## src/rtl/irq_pkg.sv

```systemverilog
// Shared constants and types for the nested interrupt controller.
// Assumes a fixed count of four lines; the line index width is derived.
package irq_pkg;
    localparam int unsigned IRQ_LINES = 4;
    localparam int unsigned IRQ_IDX_W = $clog2(IRQ_LINES);

    typedef logic [IRQ_LINES-1:0] irq_mask_t;
    typedef logic [IRQ_IDX_W-1:0] irq_idx_t;

    // Result of a priority search: whether anything was found, and where.
    typedef struct packed {
        logic     found;
        irq_idx_t idx;
    } irq_pick_t;
endpackage

```

## src/rtl/irq_vec_file.sv

```systemverilog
// Handler address storage, one register per line.
// Assumes one write per cycle; the read port shows the value before a same-edge write.
module irq_vec_file
    import irq_pkg::*;
#(
    parameter int unsigned ADDR_W = 16
) (
    input  logic              clk,
    input  logic              rst_n,
    input  logic              wr_en,
    input  irq_idx_t          wr_sel,
    input  logic [ADDR_W-1:0] wr_addr,
    input  irq_idx_t          rd_sel,
    output logic [ADDR_W-1:0] rd_addr
);
    logic [ADDR_W-1:0] vec_q [IRQ_LINES];

    for (genvar g = 0; g < IRQ_LINES; g++) begin : g_vec
        // Hold one line's handler address, cleared by reset.
        always_ff @(posedge clk) begin
            if (!rst_n)
                vec_q[g] <= '0;
            else if (wr_en && (wr_sel == irq_idx_t'(g)))
                vec_q[g] <= wr_addr;
        end
    end

    // Present the selected handler address.
    always_comb rd_addr = vec_q[rd_sel];
endmodule

```

## src/rtl/irq_arbiter.sv

```systemverilog
// Combinational selection of the line to enter.
// Assumes active holds the set of open contexts; only lines strictly above the
// most urgent open context may win, and the smallest number wins among them.
module irq_arbiter
    import irq_pkg::*;
(
    input  irq_mask_t req,
    input  irq_mask_t en,
    input  irq_mask_t active,
    output irq_pick_t pick
);
    irq_mask_t allowed;
    irq_mask_t cand;

    // Mark lines whose number is below every open context.
    always_comb begin
        logic blocked;
        blocked = 1'b0;
        for (int i = 0; i < IRQ_LINES; i++) begin
            if (active[i]) blocked = 1'b1;
            allowed[i] = !blocked;
        end
    end

    // Pick the smallest eligible line number.
    always_comb begin
        cand = req & en & allowed;
        pick = '0;
        for (int i = IRQ_LINES - 1; i >= 0; i--) begin
            if (cand[i]) begin
                pick.found = 1'b1;
                pick.idx   = irq_idx_t'(i);
            end
        end
    end
endmodule

```

## src/rtl/irq_nest_stack.sv

```systemverilog
// Tracks open contexts and the program counter saved for each one.
// Assumes the caller never opens and closes a context at the same edge.
module irq_nest_stack
    import irq_pkg::*;
#(
    parameter int unsigned ADDR_W = 16
) (
    input  logic              clk,
    input  logic              rst_n,
    input  logic              open_en,
    input  irq_idx_t          open_idx,
    input  logic [ADDR_W-1:0] open_pc,
    input  logic              close_en,
    output irq_mask_t         active,
    output logic              any_active,
    output logic [ADDR_W-1:0] top_pc
);
    irq_mask_t         active_q;
    logic [ADDR_W-1:0] saved_q [IRQ_LINES];
    irq_idx_t          top_idx;

    // Find the innermost context, which is the smallest open line number.
    always_comb begin
        top_idx = '0;
        for (int i = IRQ_LINES - 1; i >= 0; i--)
            if (active_q[i]) top_idx = irq_idx_t'(i);
    end

    for (genvar g = 0; g < IRQ_LINES; g++) begin : g_lvl
        // Open or close this line's context and keep its return address.
        always_ff @(posedge clk) begin
            if (!rst_n) begin
                active_q[g] <= 1'b0;
                saved_q[g]  <= '0;
            end else if (open_en && (open_idx == irq_idx_t'(g))) begin
                active_q[g] <= 1'b1;
                saved_q[g]  <= open_pc;
            end else if (close_en && (top_idx == irq_idx_t'(g))) begin
                active_q[g] <= 1'b0;
            end
        end
    end

    // Expose the nest state and the innermost return address.
    always_comb begin
        active     = active_q;
        any_active = |active_q;
        top_pc     = saved_q[top_idx];
    end
endmodule

```

## src/rtl/prio_nest_intc.sv

```systemverilog
// Top of the nested four-line priority interrupt controller.
// Assumes the core asserts insn_boundary once per finished instruction and
// ret_strobe when it executes a return; outputs are registered pulses.
module prio_nest_intc
    import irq_pkg::*;
#(
    parameter int unsigned ADDR_W = 16
) (
    input  logic                 clk,
    input  logic                 rst_n,
    input  logic [IRQ_LINES-1:0] irq_req,
    input  logic [IRQ_LINES-1:0] irq_en,
    input  logic                 vec_wr,
    input  logic [IRQ_IDX_W-1:0] vec_sel,
    input  logic [ADDR_W-1:0]    vec_addr,
    input  logic                 ret_strobe,
    input  logic [ADDR_W-1:0]    cur_pc,
    input  logic                 insn_boundary,
    output logic                 take_pulse,
    output logic [ADDR_W-1:0]    take_addr,
    output logic                 ret_valid,
    output logic [ADDR_W-1:0]    ret_addr
);
    irq_mask_t         active;
    logic              any_active;
    logic [ADDR_W-1:0] top_pc;
    logic [ADDR_W-1:0] vec_rd;
    irq_pick_t         pick;
    logic              do_ret;
    logic              do_take;

    irq_vec_file #(.ADDR_W(ADDR_W)) u_vec (
        .clk     (clk),
        .rst_n   (rst_n),
        .wr_en   (vec_wr),
        .wr_sel  (vec_sel),
        .wr_addr (vec_addr),
        .rd_sel  (pick.idx),
        .rd_addr (vec_rd)
    );

    irq_arbiter u_arb (
        .req    (irq_req),
        .en     (irq_en),
        .active (active),
        .pick   (pick)
    );

    irq_nest_stack #(.ADDR_W(ADDR_W)) u_nest (
        .clk        (clk),
        .rst_n      (rst_n),
        .open_en    (do_take),
        .open_idx   (pick.idx),
        .open_pc    (cur_pc),
        .close_en   (do_ret),
        .active     (active),
        .any_active (any_active),
        .top_pc     (top_pc)
    );

    // Decide this edge's action; a return strobe suppresses any entry.
    always_comb begin
        do_ret  = ret_strobe && any_active;
        do_take = insn_boundary && !ret_strobe && pick.found;
    end

    // Register the entry and return pulses with their addresses.
    always_ff @(posedge clk) begin
        if (!rst_n) begin
            take_pulse <= 1'b0;
            take_addr  <= '0;
            ret_valid  <= 1'b0;
            ret_addr   <= '0;
        end else begin
            take_pulse <= do_take;
            ret_valid  <= do_ret;
            if (do_take) take_addr <= vec_rd;
            if (do_ret)  ret_addr  <= top_pc;
        end
    end
endmodule

```

## config.mk

```make
export PLATFORM = sky130hd
export DESIGN_NAME = prio_nest_intc
export DESIGN_NICKNAME = d
export VERILOG_FILES = /design/src/rtl/irq_pkg.sv /design/src/rtl/irq_vec_file.sv /design/src/rtl/irq_arbiter.sv /design/src/rtl/irq_nest_stack.sv /design/src/rtl/prio_nest_intc.sv
export SDC_FILE = /design/constraint.sdc
export NUM_CORES = 1
export LEC_CHECK = 0
export BUFFER_PORTS_ARGS = -buffer_cell sky130_fd_sc_hd__buf_2
export CAP_MARGIN = 20
export CORE_ASPECT_RATIO = 0.9
export CORE_MARGIN = 8
export CORE_UTILIZATION = 60
export CTS_CLUSTER_SIZE = 8
export DETAILED_ROUTE_END_ITERATION = 10
export PLACE_DENSITY = 0.86
export SKIP_LAST_GASP = 1
export SYNTH_ARGS = -nofsm -noshare
export SYNTH_HDL_FRONTEND = slang
export SYNTH_SLANG_ARGS = --single-unit
```

## constraint.sdc

```tcl
create_clock -name clk -period 6.2 [get_ports clk]
set_input_delay 0.93 -clock clk [delete_from_list [all_inputs] [get_ports clk]]
set_output_delay 0.93 -clock clk [all_outputs]
set_load 0.05 [all_outputs]
```

==> metrics.cfg, run 1 <==
[power]
seq_power_share_pct = 49.9
pwr-share-comb_pct = 8.8
swShare_pct = 25.5
internal-power_mw = 1.92
clkPwrFrac_pct = 41.3
power_density_nw_per_um2 = 314
power_mw = 2.58
p_sw_mw = 0.659
p_leak_nw = 3.10
ir_drop_uv = 254

[finish]
fin_cells = 815
area_growth_pct = 16.5
final_nets = 693
antennaDiodeCount = 0
drive_gt1_share_pct = 21.9

[floorplanning]
pin_count = 81
chipWidth_um = 130
core_um2 = 11500
dieArea_um2 = 15500
rows = 37
dieHeight_um = 119
start_util_pct = 61.6

[placed_design]
port_buffers = 80
place.gp.congestion = 0.870
placed_cells = 780
dp_hpwl_um = 11500
pre_cts_slack_ns = 2.67

[grt]
grt_start_max_net_pins = 50
grt_pass1_wl_um = 28800
grt_use_total_pct = 24.4
grt-ovfl-total = 0
antenna_found_initial = 0
grt_pass1_vias = 5492

[worst_hold_path]
hp-class = flip-flop to flip-flop

[setup_path]
cp_data_arrival_time_ns = 3.22
endpoint = u_nest.saved_q[2][6]
required_ns = 6.26
critPathKind = flip-flop to flip-flop
cp_max_fo = 39
timing.rr.start = u_nest.active[0]
crit_path_start = u_nest.active[0]
r2r_slack_ns = 3.04
crit_path_start_kind = flip-flop
r2r_end = u_nest.saved_q[2][6]
worst_setup_path_end_kind = flip-flop
reg2regPathDepth = 5

[synthesis]
yosysWarnings = 0
yosys_register_bits = 166
avgSynthCellArea_um2 = 12.3
syn_nets = 623
syn_inst = 576
ys_seq_area_share_pct = 65.2
async_reset_ff_share_pct = 0
synth_area_um2 = 7070
synth-main-ff-cell = edfxtp_1
synth_edf_count = 128
ys_types = 47

[route]
vias = 5303
first_pass_iters = 6
wl_per_cell_um = 22.3
ant_nets = 0
drt_iter0_drc = 729
drc = 0
wl_um = 18100
drt-vias-per-instance = 6.51

[timing]
relSlewSlack_pct = 24.7
worstMarginPinSlew_ns = 1.12
timing.final.hold_violations = 0
finalCriticalPeriod_ns = 3.16
setup_viol = 0
hold-worst-slack_ns = 0.509
finalSetupTns_ns = 0
drv_slew = 0
setup_slack_ns = 3.04
skew_ns = 0.0114
timing.fmax_ghz = 0.317
timing.final.crit_share_pct = 50.9
rsz0062_at_grt = no

[flow_run]
max-cap-violations = 0

[clocking]
cts_made_buffers = 17
cts_tree = built
cts_sinks = 166
cts-root-buf = clkbuf_16
htree_levels = 4
clkTransAtPathRegs_ns = 0.07
postCtsSetupBuffers = 0
ctsResizeCount = 0
cts-hold-fix-buffers = 0
clk_latency_ns = 0.44
cts.path.max_buffers = 2

[status]
outcome = completed

==> per-stage QoR <==
stage	utilization, %	cell area [um^2]
finish	71.7	8230
global route	71.7	8230
CTS	71.3	8180
detailed placement	66.1	7590
global placement	66.1	7590
floorplan	-	7070
==> state kept, by name, summed over array words and instances (netlist names) <==
signal,cells
take_addr,16
u_nest.saved_q,64
u_vec.vec_q,64
take_pulse,1
ret_addr,16
ret_valid,1
u_nest.active,4
==> how the worst min path moves through the flow <==
stage / end / from / slack, ns / cells after the start
floorplan: take_addr[5] / u_vec.vec_q[0][5] / 0.44 / 2
global placement: take_addr[5] / u_vec.vec_q[0][5] / 0.45 / 2
detailed placement: take_addr[5] / u_vec.vec_q[0][5] / 0.46 / 2
CTS: take_addr[5] / u_vec.vec_q[0][5] / 0.49 / 2
global route: take_addr[5] / u_vec.vec_q[0][5] / 0.57 / 2
finish: take_addr[5] / u_vec.vec_q[0][5] / 0.51 / 2
==> power groups by stage <==
stage	clock network, mW	registers [mW]	logic [mW]
2_1_floorplan	0	1.34	0.107
3_3_place_gp	0	1.31	0.213
3_5_place_dp	0	1.31	0.222
4_1_cts	1.07	1.29	0.224
5_1_grt	1.11	1.29	0.244
6_report	1.07	1.29	0.228
==> metal layers <==
layer | vias up | GRT usage (%) | wire length (um)
met3 | 51 | 6.60 | 1810
met4 | 0 | 12.8 | 550
met2 | 323 | 39.8 | 9040
met5 | - | 0 | 0
met1 | 2573 | 28.9 | 6750
li1 | 2356 | - | -
==> cells in the mapped netlist (all sizes together), types with 16 or more instances <==
cell | count | share of area, %
and2 | 65 | 5.8
nand2 | 19 | 1.0
inv | 21 | 1.1
dfxtp | 38 | 11
and3 | 16 | 1.4
a21oi | 24 | 1.7
o21ai | 20 | 1.5
nor3 | 68 | 4.9
edfxtp | 128 | 54
a22o | 21 | 2.6
nor4 | 17 | 1.7
clkbuf | 33 | 1.8
==> cell usage in the layout (no fill, tap or decap), types with 18 or more instances in the layout <==
cell type,Yosys,layout
nand2_1,19,19
a21oi_1,24,24
nor3_1,67,66
buf_2,3,80
dfxtp_1,38,38
edfxtp_1,128,128
inv_1,20,20
a22o_1,21,21
and2_1,65,65
clkbuf_16,0,18
==> final cells by class <==
type	count	area, um^2
flip-flops and latches	166	4600
fillers	804	3250
multi-input cells	344	2210
repair buffers	96	544
clock buffers	19	464
well taps	156	195
clock inverters	13	134
inverters	21	78.8
==> cells by family (layout without fill, tap and decap cells) <==
group | after synthesis | count (layout) | share of synthesized area, %
AO/OA/AOI/OAI | 122 | 122 | 12.9
buffers and inverters | 66 | 149 | 4.04
flip-flops | 166 | 166 | 65.2
AND/OR/NAND/NOR | 222 | 222 | 17.9
==> worst max-delay path, stage by stage (launching register included) <==
cell and delay, ns:
dfxtp_1 0.30, buf_4 0.25, or3_1 0.59, nor2_1 0.24, nand2_1 0.47, o21ai_2 0.92
Power figures use the tool's default switching activity.
==> run 2: changes to the inputs <==
--- a/config.mk
+++ b/config.mk
@@ -9,10 +9,10 @@
 export CAP_MARGIN = 20
 export CORE_ASPECT_RATIO = 0.9
 export CORE_MARGIN = 8
-export CORE_UTILIZATION = 60
+export CORE_UTILIZATION = 58
 export CTS_CLUSTER_SIZE = 8
 export DETAILED_ROUTE_END_ITERATION = 10
-export PLACE_DENSITY = 0.86
+export PLACE_DENSITY = 0.83
 export SKIP_LAST_GASP = 1
 export SYNTH_ARGS = -nofsm -noshare
 export SYNTH_HDL_FRONTEND = slang
==> constraint.sdc (replaced) <==
create_clock -name clk -period 3.3 [get_ports clk]
set_input_delay 0.495 -clock clk [delete_from_list [all_inputs] [get_ports clk]]
set_output_delay 0.495 -clock clk [all_outputs]
set_load 0.05 [all_outputs]
==> metrics.cfg, run 2 (synthesis gave the netlist of run 1 again) <==
[placed_design]
placed_cells = 803
port_buffers = 80
pre_cts_slack_ns = 0.791
place.gp.congestion = 0.901
dp_hpwl_um = 11700

[clocking]
cts_sinks = 166
cts-hold-fix-buffers = 0
postCtsSetupBuffers = 0
clkTransAtPathRegs_ns = 0.06
cts.path.max_buffers = 2
cts-root-buf = clkbuf_16
clk_latency_ns = 0.43
ctsResizeCount = 0
cts_made_buffers = 17
htree_levels = 4
cts_tree = built

[grt]
grt_pass1_vias = 5318
antenna_found_initial = 1
grt-ovfl-total = 0
grt_start_max_net_pins = 52
grt_use_total_pct = 22.1
grt_pass1_wl_um = 27500

[route]
ant_nets = 0
drc = 0
vias = 5271
first_pass_iters = 5
drt-vias-per-instance = 6.31
wl_um = 17600
drt_iter0_drc = 743
wl_per_cell_um = 21.1

[finish]
nFillCells = 842
area_growth_pct = 17.4
top_regs = u_nest.saved_q (64), u_vec.vec_q (64)
final_nets = 709
fin_cells = 835
antennaDiodeCount = 0
final_common_cell = edfxtp_1
drive_gt1_share_pct = 21.9
layout_common_cells = 128 x edfxtp_1, 81 x buf_2, 67 x nor3_1

[floorplanning]
core_um2 = 12000
chipWidth_um = 132
rows = 38
dieArea_um2 = 16000
start_util_pct = 59.0
pin_count = 81
dieHeight_um = 121

[power]
power_density_nw_per_um2 = 585
p_leak_nw = 3.15
ir_drop_uv = 406

[timing]
rsz0062_at_grt = no
finalSetupTns_ns = 0
drv_slew = 0
timing.final.hold_violations = 0
timing.final.crit_share_pct = 76.5
worstMarginPinSlew_ns = 1.01
setup_viol = 0
finalCriticalPeriod_ns = 2.52
setup_slack_ns = 0.777
relSlewSlack_pct = 32.5
skew_ns = 0.00615
hold-worst-slack_ns = 0.378
timing.fmax_ghz = 0.396

[setup_path]
cp_max_fo = 18
critPathKind = flip-flop to flip-flop
crit_path_start_kind = flip-flop
required_ns = 3.56
cp_data_arrival_time_ns = 2.78
worst_setup_path_end_kind = flip-flop

[status]
outcome = completed

[flow_run]
max-cap-violations = 0

[worst_hold_path]
hp-class = input pin to flip-flop

run 2: metrics by stage:
| step | area, um^2 | power [mW] | util, % |
|---|---|---|---|
| global route | 8290 | 4.98 | 69.2 |
| floorplan | 7070 | 2.72 | - |
| finish | 8290 | 4.85 | 69.2 |
| CTS | 8290 | 4.86 | 69.2 |
| detailed placement | 7700 | 2.89 | 64.3 |
| global placement | 7690 | 2.87 | 64.2 |
run 2: critical path, cell delays in order, from the launching register on:
cell and delay (ns):
dfxtp_1 0.49, or3_1 0.62, a211oi_4 0.46, or2_1 0.59, a311oi_1 0.20
run 2: final timing paths:
path / endpoint / slack, ns / depth (start not counted) / from
worst max-delay path: take_addr[14] / 0.78 / 4 / u_nest.active[0]
worst min-delay path: u_vec.vec_q[3][10] / 0.38 / 2 / vec_addr[10]
worst max register to register: take_addr[14] / 0.78 / 4 / u_nest.active[0]
worst min register to register: take_addr[5] / 0.52 / 2 / u_vec.vec_q[0][5]
run 2: layout make-up:
class | count | area, um^2 | area share [%]
repair buffers | 112 | 638 | 7.69
flip-flops and latches | 166 | 4600 | 55.5
well taps | 160 | 200 | 2.41
clock buffers | 25 | 475 | 5.73
clock inverters | 7 | 119 | 1.43
inverters | 21 | 78.8 | 0.951
multi-input cells | 344 | 2180 | 26.3
run 2: layer usage:
metal | vias to the layer above | part of all wire [%] | global-route usage [%]
met1 | 2548 | 39 | 26.8
met5 | - | 0.074 | 0
met4 | 2 | 2.4 | 9.78
li1 | 2383 | - | -
met3 | 44 | 9.0 | 6.05
met2 | 294 | 50 | 36.5
run 2: report_power, final:
part           internal, mW  leakage (nW)  total, mW  switching (mW)
clock                  1.23         0.282       2.00           0.767
sequential             2.37          1.60       2.42          0.0476
combinational         0.124          1.27      0.434           0.310
total                  3.73          3.15       4.85            1.12
